### config.mk
export PLATFORM = sky130hd
export DESIGN_NAME = obj_migrate_fsm
export DESIGN_NICKNAME = d
export VERILOG_FILES = /design/src/rtl/obj_migrate_fsm.sv
export SDC_FILE = /design/constraint.sdc
export NUM_CORES = 1
export LEC_CHECK = 0
export BUFFER_PORTS_ARGS = -buffer_cell sky130_fd_sc_hd__buf_2
export CAP_MARGIN = 20
export CORE_MARGIN = 2
export CORE_UTILIZATION = 41
export CTS_CLUSTER_SIZE = 14
export DETAILED_ROUTE_END_ITERATION = 6
export GPL_TIMING_DRIVEN = 0
export MAX_ROUTING_LAYER = met4
export PLACE_DENSITY = 0.74
export SYNTH_ARGS = -nofsm -noshare
export SYNTH_HDL_FRONTEND = slang
export SYNTH_SLANG_ARGS = --single-unit
### constraint.sdc
create_clock -name clk -period 1.4 [get_ports clk]
set_clock_uncertainty 0.2 [all_clocks]
set_input_delay 0.14 -clock clk [delete_from_list [all_inputs] [get_ports clk]]
set_output_delay 0.14 -clock clk [all_outputs]
set_load 0.01 [all_outputs]
### src/rtl/obj_migrate_fsm.sv
module obj_migrate_fsm #(
  parameter int SITE_W = 4,
  parameter int DATA_W = 8
) (
  input  logic              clk,
  input  logic              rst_n,
  input  logic              evict_i,
  input  logic [SITE_W-1:0] evict_dest_i,
  input  logic              rx_valid_i,
  input  logic [1:0]        rx_kind_i,
  input  logic [1:0]        rx_tag_i,
  input  logic [SITE_W-1:0] rx_src_i,
  input  logic [DATA_W-1:0] rx_data_i,
  output logic              tx_valid_o,
  output logic [1:0]        tx_kind_o,
  output logic [1:0]        tx_tag_o,
  output logic [SITE_W-1:0] tx_dest_o,
  output logic [DATA_W-1:0] tx_data_o,
  output logic [2:0]        state_o,
  output logic              err_o
);

  typedef enum logic [2:0] {S_INV = 3'd0, S_CLN = 3'd1, S_ORG = 3'd2,
                            S_EXC = 3'd3, S_LEV = 3'd4} st_e;
  localparam logic [1:0] K_OTH = 2'd0, K_INJ = 2'd1, K_ACK = 2'd2, K_DEL = 2'd3;
  localparam logic [1:0] T_EXC = 2'd0, T_ORG = 2'd1;

  st_e               st_q, st_n;
  logic [SITE_W-1:0] dst_q, dst_n;
  logic              txv_n, err_n;
  logic [1:0]        kind_n, tag_n;
  logic [SITE_W-1:0] dest_n;
  logic [DATA_W-1:0] data_n;

  wire holds_owner = (st_q == S_EXC) || (st_q == S_ORG);

  always_comb begin
    st_n   = st_q;
    dst_n  = dst_q;
    txv_n  = 1'b0;
    kind_n = K_OTH;
    tag_n  = 2'd0;
    dest_n = '0;
    data_n = '0;
    err_n  = 1'b0;
    if (rx_valid_i) begin
      if (st_q == S_LEV) begin
        if (rx_kind_i == K_ACK) begin
          st_n = S_INV;
        end else begin
          txv_n  = 1'b1;
          kind_n = rx_kind_i;
          tag_n  = rx_tag_i;
          dest_n = dst_q;
          data_n = rx_data_i;
        end
      end else begin
        case (rx_kind_i)
          K_INJ: begin
            if (holds_owner) begin
              err_n = 1'b1;
            end else if (rx_tag_i == T_EXC || rx_tag_i == T_ORG) begin
              st_n   = (rx_tag_i == T_EXC) ? S_EXC : S_ORG;
              txv_n  = 1'b1;
              kind_n = K_ACK;
              tag_n  = rx_tag_i;
              dest_n = rx_src_i;
            end else begin
              st_n = S_CLN;
            end
          end
          K_ACK:   err_n = 1'b1;
          K_DEL:   st_n  = S_INV;
          default: ;
        endcase
      end
    end else if (evict_i) begin
      case (st_q)
        S_INV, S_CLN: st_n = S_INV;
        S_EXC, S_ORG: begin
          st_n   = S_LEV;
          dst_n  = evict_dest_i;
          txv_n  = 1'b1;
          kind_n = K_INJ;
          tag_n  = (st_q == S_EXC) ? T_EXC : T_ORG;
          dest_n = evict_dest_i;
        end
        default: ;
      endcase
    end
  end

  always_ff @(posedge clk) begin
    if (!rst_n) begin
      st_q       <= S_INV;
      dst_q      <= '0;
      tx_valid_o <= 1'b0;
      tx_kind_o  <= K_OTH;
      tx_tag_o   <= 2'd0;
      tx_dest_o  <= '0;
      tx_data_o  <= '0;
      err_o      <= 1'b0;
    end else begin
      st_q       <= st_n;
      dst_q      <= dst_n;
      tx_valid_o <= txv_n;
      tx_kind_o  <= kind_n;
      tx_tag_o   <= tag_n;
      tx_dest_o  <= dest_n;
      tx_data_o  <= data_n;
      err_o      <= err_n;
    end
  end

  assign state_o = st_q;

  a_r2_drop_no_msg: assert property (@(posedge clk) disable iff (!rst_n)
    (!rx_valid_i && evict_i && (state_o == 3'd0 || state_o == 3'd1))
    |=> (state_o == 3'd0 && !tx_valid_o));

  a_r3_evict_inject: assert property (@(posedge clk) disable iff (!rst_n)
    (!rx_valid_i && evict_i && (state_o == 3'd2 || state_o == 3'd3))
    |=> (state_o == 3'd4 && tx_valid_o && tx_kind_o == 2'd1
         && tx_dest_o == $past(evict_dest_i)));

  a_r4_ack_leaves: assert property (@(posedge clk) disable iff (!rst_n)
    (rx_valid_i && rx_kind_i == 2'd2 && state_o == 3'd4)
    |=> (state_o == 3'd0 && !tx_valid_o && !err_o));

  a_r5_forward: assert property (@(posedge clk) disable iff (!rst_n)
    (rx_valid_i && rx_kind_i != 2'd2 && state_o == 3'd4)
    |=> (state_o == 3'd4 && tx_valid_o && tx_kind_o == $past(rx_kind_i)
         && tx_data_o == $past(rx_data_i)));

  a_r8_delete: assert property (@(posedge clk) disable iff (!rst_n)
    (rx_valid_i && rx_kind_i == 2'd3 && state_o != 3'd4)
    |=> (state_o == 3'd0 && !tx_valid_o));

  a_r9_leave_ignores_evict: assert property (@(posedge clk) disable iff (!rst_n)
    (!rx_valid_i && evict_i && state_o == 3'd4)
    |=> (state_o == 3'd4 && !tx_valid_o));

  a_r10_stray_ack: assert property (@(posedge clk) disable iff (!rst_n)
    (rx_valid_i && rx_kind_i == 2'd2 && state_o != 3'd4)
    |=> (err_o && $stable(state_o) && !tx_valid_o));

endmodule

==> reports/qor.csv, run 1 <==
metric;value;unit
Max Cap Violations;0;
Tcrit/Tclk final;114;%
kind of critical path;reg -> reg;
Hold WS;-0.0690;ns
antenna violations before repair;0;
core area;0.00228;mm²
number of flops mapped to enable cells by yosys;0;
top cell type's share of synthesized area;49.7;%
endpoint class of the critical path;register;
Die X-Extent;53.6;µm
Hold Buf Count CTS;23;
Residual DRC;0;
Area growth, synth to finish;61.2;%
TritonCTS Buffers;3;
most frequent cells after synthesis;dfxtp_1, and2_1, inv_1, nor2b_1;
Die H;53.6;µm
fill cell count;178;
CP startpoint kind;register;
Final Hold Viols;1;
pre-CTS setup slack;-0.220;ns
DP Wirelength;1.56;mm
synthesized area per cell;10.4;µm²
GRT overflow;0;
CP arrival;1.61;ns
Post-layout nets;203;
Synth Register Bits;25;
Final ANT Viol Nets;0;
CP max FO;6;
power density cells;756;mW/mm²
drt wl/cell;13.4;µm
unrepaired setup endpoints after global routing;true;
clock latency on the worst-skew pair;0.31;ns
sequential fraction of the synthesis area;49.7;%
largest net degree at the start of global routing;15;
Rel. slew slack;72.9;%
Post-synth ARST share;0;%
HP Class;in -> reg;
vias per cell;4.89;
Pleak;0.808;nW
IO buf count;43;
1st-iter DRT viols;23;
share of layout cells above drive strength 1;39.1;%
CTS H-Tree Depth;1;
ys flop type;dfxtp_1;
Synth Net Count;125;
CTS max path bufs;2;
Synth cell types;28;
Setup-failing EPs final;23;
Slew Viols, Final;0;
Clk pin slew, worst setup/hold paths;0.13;ns
final wirelength;2.70;mm
violated checks;hold timing, setup timing;
Starting Density;44.3;%
worst slew pin tran;0.403;ns
post-synth top area cell;dfxtp_1;
total track usage;20.4;%
Core Rows;17;
largest cells by area after synthesis;dfxtp_1, and2_1, mux2i_1, ha_1, nor2b_1;
die area;0.00287;mm²
most instantiated library cell after synthesis;dfxtp_1;
CP required;1.42;ns
peak supply drop;648;µV
vias;987;
final worst slack;-0.195;ns
Final Non-Filler Cells;202;
Synth Cell Area;0.00101;mm²
clk root buf;clkbuf_4;
Yosys warning count;0;
drt first pass iters;4;
vias in the first global route;929;
CTS tree;done;
Post-Syn Instances;97;
Max Fclk;0.627;GHz
Final Util;71.4;%
ANT cells;0;
shortest period the worst path allows;1.59;ns
gpl congestion;0.784;
Sink Count;25;
number of instances in the placed design;168;
global-route wire length before repair;4.05;mm
num ports;45;
status;complete, but fails checks;
## registers in the layout (all words and copies together), names as in the netlist
name	count
err_o	1
tx_valid_o	1
tx_tag_o	2
tx_data_o	8
tx_kind_o	2
state_o	3
dst_q	4
tx_dest_o	4
## cell families after synthesis
family / Yosys count / synth area share [%]
and+or+nand+nor: 39 / 25.5
DFF: 25 / 49.7
AOI/OAI and AO/OA: 13 / 9.56
buffers and inverters: 10 / 4.35
muxes: 6 / 5.96
adders and majority gates: 4 / 4.97
## through the flow
| stage | setup TNS (ns) | power [mW] | area, µm² |
|---|---|---|---|
| after floorplan | -0.979 | 0.799 | 1020 |
| after global placement | -3.13 | 0.853 | 1270 |
| after detailed placement | -3.45 | 0.855 | 1270 |
| after CTS | -2.02 | 1.23 | 1620 |
| after global routing | -4.91 | 1.29 | 1620 |
| final | -3.03 | 1.23 | 1620 |
## metal layers
metal | vias up | global-route usage, % | part of all wire (%)
li1 | 492 | - | -
met1 | 445 | 22.5 | 41
met2 | 44 | 35.6 | 50
met3 | 6 | 4.17 | 6.5
met4 | 0 | 8.55 | 2.1
met5 | - | - | 0
## worst max-delay path, cell delays in order (launching register included)
cell,delay [ns]
dfxtp_4,0.39
nor4bb_4,0.40
buf_4,0.20
mux2i_1,0.23
nor2b_1,0.08
## what timing repair did
item | in CTS | in global routing
setup endpoints to repair | 22 | 24
endpoints found under the hold margin | 24 | 1
buffers inserted | 8 | 0
resized for setup | 4 | 2
pin swaps | 4 | 3
## where the power goes
part	internal (mW)	switching, mW
clock	0.107	0.208
combinational	0.109	0.0782
sequential	0.719	0.00760
total	0.934	0.294
## layout by cell type (no fill, tap or decap), drive strengths merged
cell type     n
buf          53
dfxtp        25
dlygate4sd3  23
and2         10
inv           7
nor2b         7
nand2         6
mux2i         6
a222oi        4
ha            4
nor2          3
clkbuf        3
nor3b         3
nor4          3
o21ai         3
a21oi         2
o22ai         2
nor4bb        1
nand2b        1
and2b         1
nand3         1
a31o          1
or3           1
a41o          1
and3          1
nor3          1
clkinv        1
## worst paths after layout
path	start	to	slack [ns]	cells past startpoint
worst max-delay path	state_o[2]	dst_q[3]	-0.19	4
worst min-delay path	rx_kind_i[1]	err_o	-0.07	3
worst max register to register	state_o[2]	dst_q[3]	-0.19	4
worst min register to register	dst_q[0]	tx_dest_o[0]	0.28	2
## cell type report
class                           count  area, µm²  share of cell area [%]
Inverter                            7       26.3                    1.62
Multi-Input combinational cell     62        500                    30.8
Tap cell                           28       35.0                    2.16
Clock buffer                        3       22.5                    1.39
Clock inverter                      1       5.00                   0.308
Buffer                              2       16.3                    1.00
Sequential cell                    25        509                    31.4
Timing Repair Buffer               74        509                    31.4
No activity file was read; power rests on OpenSTA's default activity.
==> inputs of run 2 (changes only) <==
--- a/config.mk
+++ b/config.mk
@@ -14,6 +14,7 @@
 export GPL_TIMING_DRIVEN = 0
 export MAX_ROUTING_LAYER = met4
 export PLACE_DENSITY = 0.74
+export SETUP_SLACK_MARGIN = 0.02
 export SYNTH_ARGS = -nofsm -noshare
 export SYNTH_HDL_FRONTEND = slang
 export SYNTH_SLANG_ARGS = --single-unit
==> reports/qor.csv, run 2 (same netlist as run 1, synthesis figures left out) <==
metric;value;unit;change
kind of critical path;reg -> reg;;
GRT overflow;0;;unchanged
CTS tree;done;;
most frequent cells in the layout;buf_2, dfxtp_1, dlygate4sd3_1, and2_1, buf_4;;
final worst slack;-0.189;ns;+0.00636 ns
Die H;53.6;µm;unchanged
vias in the first global route;931;;+0.22%
endpoint class of the critical path;register;;
Tcrit/Tclk final;113;%;-0.45 points
TritonCTS Buffers;3;;unchanged
worst slew pin tran;0.413;ns;+0.0102 ns
Setup-failing EPs final;24;;+4.3%
share of layout cells above drive strength 1;40.9;%;+1.8 points
CP arrival;1.62;ns;about the same
CP startpoint kind;register;;
Sink Count;25;;unchanged
Pleak;0.821;nW;+1.5%
Residual DRC;0;;unchanged
drt wl/cell;13.2;µm;-1.3%
IO buf count;43;;unchanged
antenna violations before repair;0;;unchanged
worst r2r src;state_o[2];;
HP Class;in -> reg;;
CTS H-Tree Depth;1;;unchanged
Final Hold Viols;1;;unchanged
ANT cells;0;;unchanged
Reg with most FFs;tx_data_o;;
gpl congestion;0.805;;+2.7%
vias;1006;;+1.9%
unrepaired setup endpoints after global routing;true;;
Final ANT Viol Nets;0;;unchanged
CTS max path bufs;2;;unchanged
peak supply drop;621;µV;-4.1%
Clk pin slew, worst setup/hold paths;0.13;ns;about the same
vias per cell;4.93;;+0.93%
CP startpoint;state_o[2];;
clk root buf;clkbuf_4;;
Worst R2R End;tx_tag_o[0];;
most common cell after layout, fill and taps aside;buf_2;;
Hold WS;-0.0744;ns;-0.00540 ns
biggest registers after layout;tx_data_o (8), dst_q (4), tx_dest_o (4);;
power density cells;741;mW/mm²;-1.9%
Worst R2R Setup Slack;-0.19;ns;about the same
Post-layout nets;205;;+0.99%
post-placement cell area;0.00127;mm²;unchanged
Core Rows;17;;unchanged
core area;0.00228;mm²;unchanged
Slew Viols, Final;0;;unchanged
violated checks;hold timing, setup timing;;
CP max FO;6;;unchanged
Max Fclk;0.629;GHz;+0.40%
total power;1.23;mW;+0.17%
Hold Buf Count CTS;22;;-4.3%
die area;0.00287;mm²;unchanged
Starting Density;44.3;%;unchanged
num ports;45;;unchanged
Area growth, synth to finish;64.7;%;
CP required;1.44;ns;+0.02 ns
R2R cell count;5;;+1
clock latency on the worst-skew pair;0.31;ns;about the same
1st-iter DRT viols;18;;-22%
drt first pass iters;5;;+1
cell area after layout;0.00166;mm²;+2.2%
Die X-Extent;53.6;µm;unchanged
fill cell count;153;;-14%
DP Wirelength;1.61;mm;+3.2%
final wirelength;2.69;mm;-0.37%
global-route wire length before repair;4.06;mm;+0.35%
Rel. slew slack;72.3;%;-0.68 points
total track usage;20.5;%;+0.12 points
largest net degree at the start of global routing;15;;unchanged
shortest period the worst path allows;1.59;ns;-0.00636 ns
max FFs per register;8;;unchanged
crit path to;tx_tag_o[0];;
status;complete, but fails checks;;
Max Cap Violations;0;;unchanged
==> run 2: cell count changes in the layout (fill, tap and decap cells not counted), sizes merged <==
cell	previous run	this run
dlygate4sd3	23	22
buf	53	56
==> run 2: metal layers <==
metal	wire, µm	share of wire [%]	track usage, %
met3	199	7.4	3.89
met4	34	1.3	8.12
met2	1370	51	35.6
met5	0	0	-
met1	1090	40	23.1
==> run 2: critical path, cell delays in order (launching register included) <==
cell and delay [ns]:
dfxtp_4 0.39, nor3b_4 0.16, buf_6 0.12, nor4_1 0.36, a21oi_2 0.10, o22ai_1 0.17
==> run 2: timing repair <==
action | CTS | global route
setup buffers | 10 | 1
gates resized for setup | 10 | 3
pin swaps | 6 | 2
endpoints found under the setup margin | 23 | 25
endpoints found under the hold margin | 24 | 1
==> run 2: power breakdown <==
group	total, mW	internal [mW]	switching [mW]	leakage (nW)
sequential	0.727	0.719	0.00851	0.204
combinational	0.191	0.111	0.0802	0.599
clock	0.312	0.107	0.205	0.0177
==> run 2: final cells by class <==
type	instances	area [µm²]	area share, %
clock buffer	3	22.5	1.36
inverter	7	26.3	1.58
multi-input combinational	62	519	31.3
tap	28	35.0	2.11
clock inverter	1	5.00	0.302
sequential	25	509	30.7
buffer	2	16.3	0.980
timing repair buffer	76	526	31.7
==> run 2: worst min-delay path by stage <==
stage | start | to | cells past startpoint
after floorplan | rx_tag_i[1] | state_o[1] | 1
after global placement | rx_data_i[1] | tx_data_o[1] | 2
after detailed placement | rx_data_i[4] | tx_data_o[4] | 2
after CTS | rx_kind_i[1] | err_o | 3
after global routing | rx_kind_i[1] | err_o | 3
final | rx_kind_i[1] | err_o | 3
==> run 2: through the flow <==
stage / setup TNS, ns / instances / utilization [%] / setup WS (ns) / hold WS (ns)
2_1_floorplan: -0.979 / 97 / - / -0.0766 / 0.0239
3_3_place_gp: -3.12 / 168 / 56.0 / -0.194 / 0.150
3_5_place_dp: -3.76 / 168 / 56.0 / -0.240 / 0.151
4_1_cts: -0.994 / 203 / 72.0 / -0.0786 / -0.0808
5_1_grt: -3.38 / 204 / 72.9 / -0.217 / -0.0684
6_report: -1.70 / 204 / 72.9 / -0.189 / -0.0744
==> inputs of run 3 (changes only) <==
--- a/config.mk
+++ b/config.mk
@@ -8,10 +8,9 @@
 export BUFFER_PORTS_ARGS = -buffer_cell sky130_fd_sc_hd__buf_2
 export CAP_MARGIN = 20
 export CORE_MARGIN = 2
-export CORE_UTILIZATION = 41
+export CORE_UTILIZATION = 43
 export CTS_CLUSTER_SIZE = 14
 export DETAILED_ROUTE_END_ITERATION = 6
-export GPL_TIMING_DRIVEN = 0
 export MAX_ROUTING_LAYER = met4
 export PLACE_DENSITY = 0.74
 export SETUP_SLACK_MARGIN = 0.02
==> constraint.sdc (replaced) <==
create_clock -name clk -period 1.7 [get_ports clk]
set_clock_uncertainty 0.2 [all_clocks]
set_input_delay 0.17 -clock clk [delete_from_list [all_inputs] [get_ports clk]]
set_output_delay 0.17 -clock clk [all_outputs]
set_load 0.01 [all_outputs]
==> reports/qor.csv, run 3 (same netlist as run 1, synthesis figures left out) <==
metric;value;unit;change
worst slew pin tran;0.397;ns;-0.0160 ns
total track usage;19.2;%;-1.3 points
endpoint class of the critical path;register;;
vias in the first global route;886;;-4.8%
biggest registers after layout;tx_data_o (8), dst_q (4), tx_dest_o (4);;
power density cells;643;mW/mm²;-13%
final wirelength;2.53;mm;-5.9%
largest net degree at the start of global routing;15;;unchanged
die area;0.00275;mm²;-4.3%
core area;0.00221;mm²;-2.8%
vias;974;;-3.2%
unrepaired setup endpoints after global routing;false;;
Setup-failing EPs final;0;;-100%
CP startpoint kind;register;;
DP Wirelength;1.64;mm;+1.6%
clock network fraction of design power;26.1;%;+0.7 points
Post-layout nets;199;;-2.9%
clock latency on the worst-skew pair;0.32;ns;about the same
FF+latch area;507;µm²;-0.49%
Core Rows;17;;unchanged
antenna violations before repair;0;;unchanged
IO buf count;44;;+2.3%
CTS H-Tree Depth;1;;unchanged
Clk pin slew, worst setup/hold paths;0.14;ns;about the same
Area growth, synth to finish;54.8;%;
shortest period the worst path allows;1.61;ns;+0.0167 ns
GRT overflow;0;;unchanged
kind of critical path;reg -> reg;;
Seq pwr share;59.8;%;+0.7 points
1st-iter DRT viols;24;;+6
Slew Viols, Final;0;;unchanged
drt wl/cell;12.8;µm;-3.1%
Starting Density;45.5;%;+1.3 points
num ports;45;;unchanged
switch share;23.8;%;-0.069 points
Final ANT Viol Nets;0;;unchanged
drt first pass iters;4;;-1
CP arrival;1.68;ns;+0.06 ns
Reg with most FFs;tx_data_o;;
Residual DRC;0;;unchanged
Tcrit/Tclk final;94.4;%;-19 points
gpl congestion;0.797;;-0.96%
Final Hold Viols;0;;-1
global-route wire length before repair;3.80;mm;-6.6%
clk root buf;clkbuf_4;;
Die X-Extent;52.4;µm;-2.2%
Max Fclk;0.623;GHz;-1.0%
P_sw;239;µW;-19%
ANT cells;0;;unchanged
multi-input logic area;480;µm²;-7.5%
Sink Count;25;;unchanged
fill cell count;175;;+14%
Rel. slew slack;73.3;%;+1.1 points
CTS tree;done;;
CP max FO;8;;+2
most frequent cells in the layout;buf_2, dfxtp_1, dlygate4sd3_1, and2_1;;
total power;1.00;mW;-18%
vias per cell;4.92;;-0.25%
max FFs per register;8;;unchanged
Int Pwr;764;µW;-18%
total negative slack;0;ns;+1.70 ns
Logic pwr share;14.1;%;-1.4 points
HP Class;in -> reg;;
peak supply drop;650;µV;+4.6%
status;finished, final reports clean;;
Die H;52.4;µm;-2.2%
TritonCTS Buffers;3;;unchanged
most common cell after layout, fill and taps aside;buf_2;;
CP required;1.77;ns;+0.33 ns
share of layout cells above drive strength 1;37.1;%;-3.9 points
Pleak;0.781;nW;-4.8%
Max Cap Violations;0;;unchanged
CTS max path bufs;2;;unchanged
==> run 3: cell count changes in the layout (fill, tap and decap cells not counted), moves of 2 or more <==
cell | before | now
buf_4 | 9 | 7
nor2b_4 | 2 | 0
buf_6 | 3 | 0
o21ai_0 | 0 | 2
o21ai_1 | 3 | 1
==> run 3: repair_timing <==
action,in CTS,in global routing
endpoints found under the hold margin,22,0
resized for setup,0,7
buffers inserted,0,2
setup endpoints to repair,0,21
hold buffers,21,0
==> run 3: final cells by class <==
class                   count  share of cell area [%]
clock buffers               3                    1.44
clock inverters             1                   0.321
inverters                   7                    1.69
multi-input cells          62                    30.8
flip-flops and latches     25                    32.5
well taps                  28                    2.25
repair buffers             72                    31.0
==> run 3: worst max-delay path: stages, from the launching register on <==
cell and delay (ns):
dfxtp_4 0.40, nor3b_4 0.17, buf_4 0.14, nor4_4 0.41, a222oi_1 0.16, inv_1 0.09
==> run 3: power groups by stage <==
stage               combinational, mW  clock (mW)  sequential, mW
CTS                             0.134       0.268           0.600
detailed placement             0.0956           0           0.613
floorplan                      0.0443           0           0.616
global route                    0.153       0.297           0.601
finish                          0.141       0.261           0.600
global placement               0.0944           0           0.613
==> run 3: per-layer routing <==
| metal | GRT usage (%) | wire length (µm) |
|---|---|---|
| met1 | 23.3 | 1060 |
| met2 | 32.7 | 1280 |
| met3 | 3.43 | 180 |
| met4 | 5.13 | 9 |
| met5 | - | 0 |
==> run 3: worst paths after layout <==
kind	start	endpoint	slack (ns)	depth (start not counted)
max reg2reg	state_o[2]	tx_dest_o[1]	0.09	5
min reg2reg	dst_q[3]	tx_dest_o[3]	0.29	2
min	rx_valid_i	state_o[0]	0.008	3
max	state_o[2]	tx_dest_o[1]	0.09	5
==> run 3: per-stage QoR <==
step / std cells / util [%] / cell area [µm²] / setup WS, ns / hold WS, ns
final: 198 / 70.5 / 1560 / 0.0947 / 0.00821
after CTS: 196 / 68.7 / 1520 / 0.0533 / 0.0149
after global placement: 171 / 58.0 / 1280 / 0.105 / 0.176
after detailed placement: 171 / 58.0 / 1280 / 0.0868 / 0.176
after floorplan: 97 / - / 1010 / 0.0905 / 0.0643
after global routing: 198 / 70.5 / 1560 / 0.0381 / 0.0124
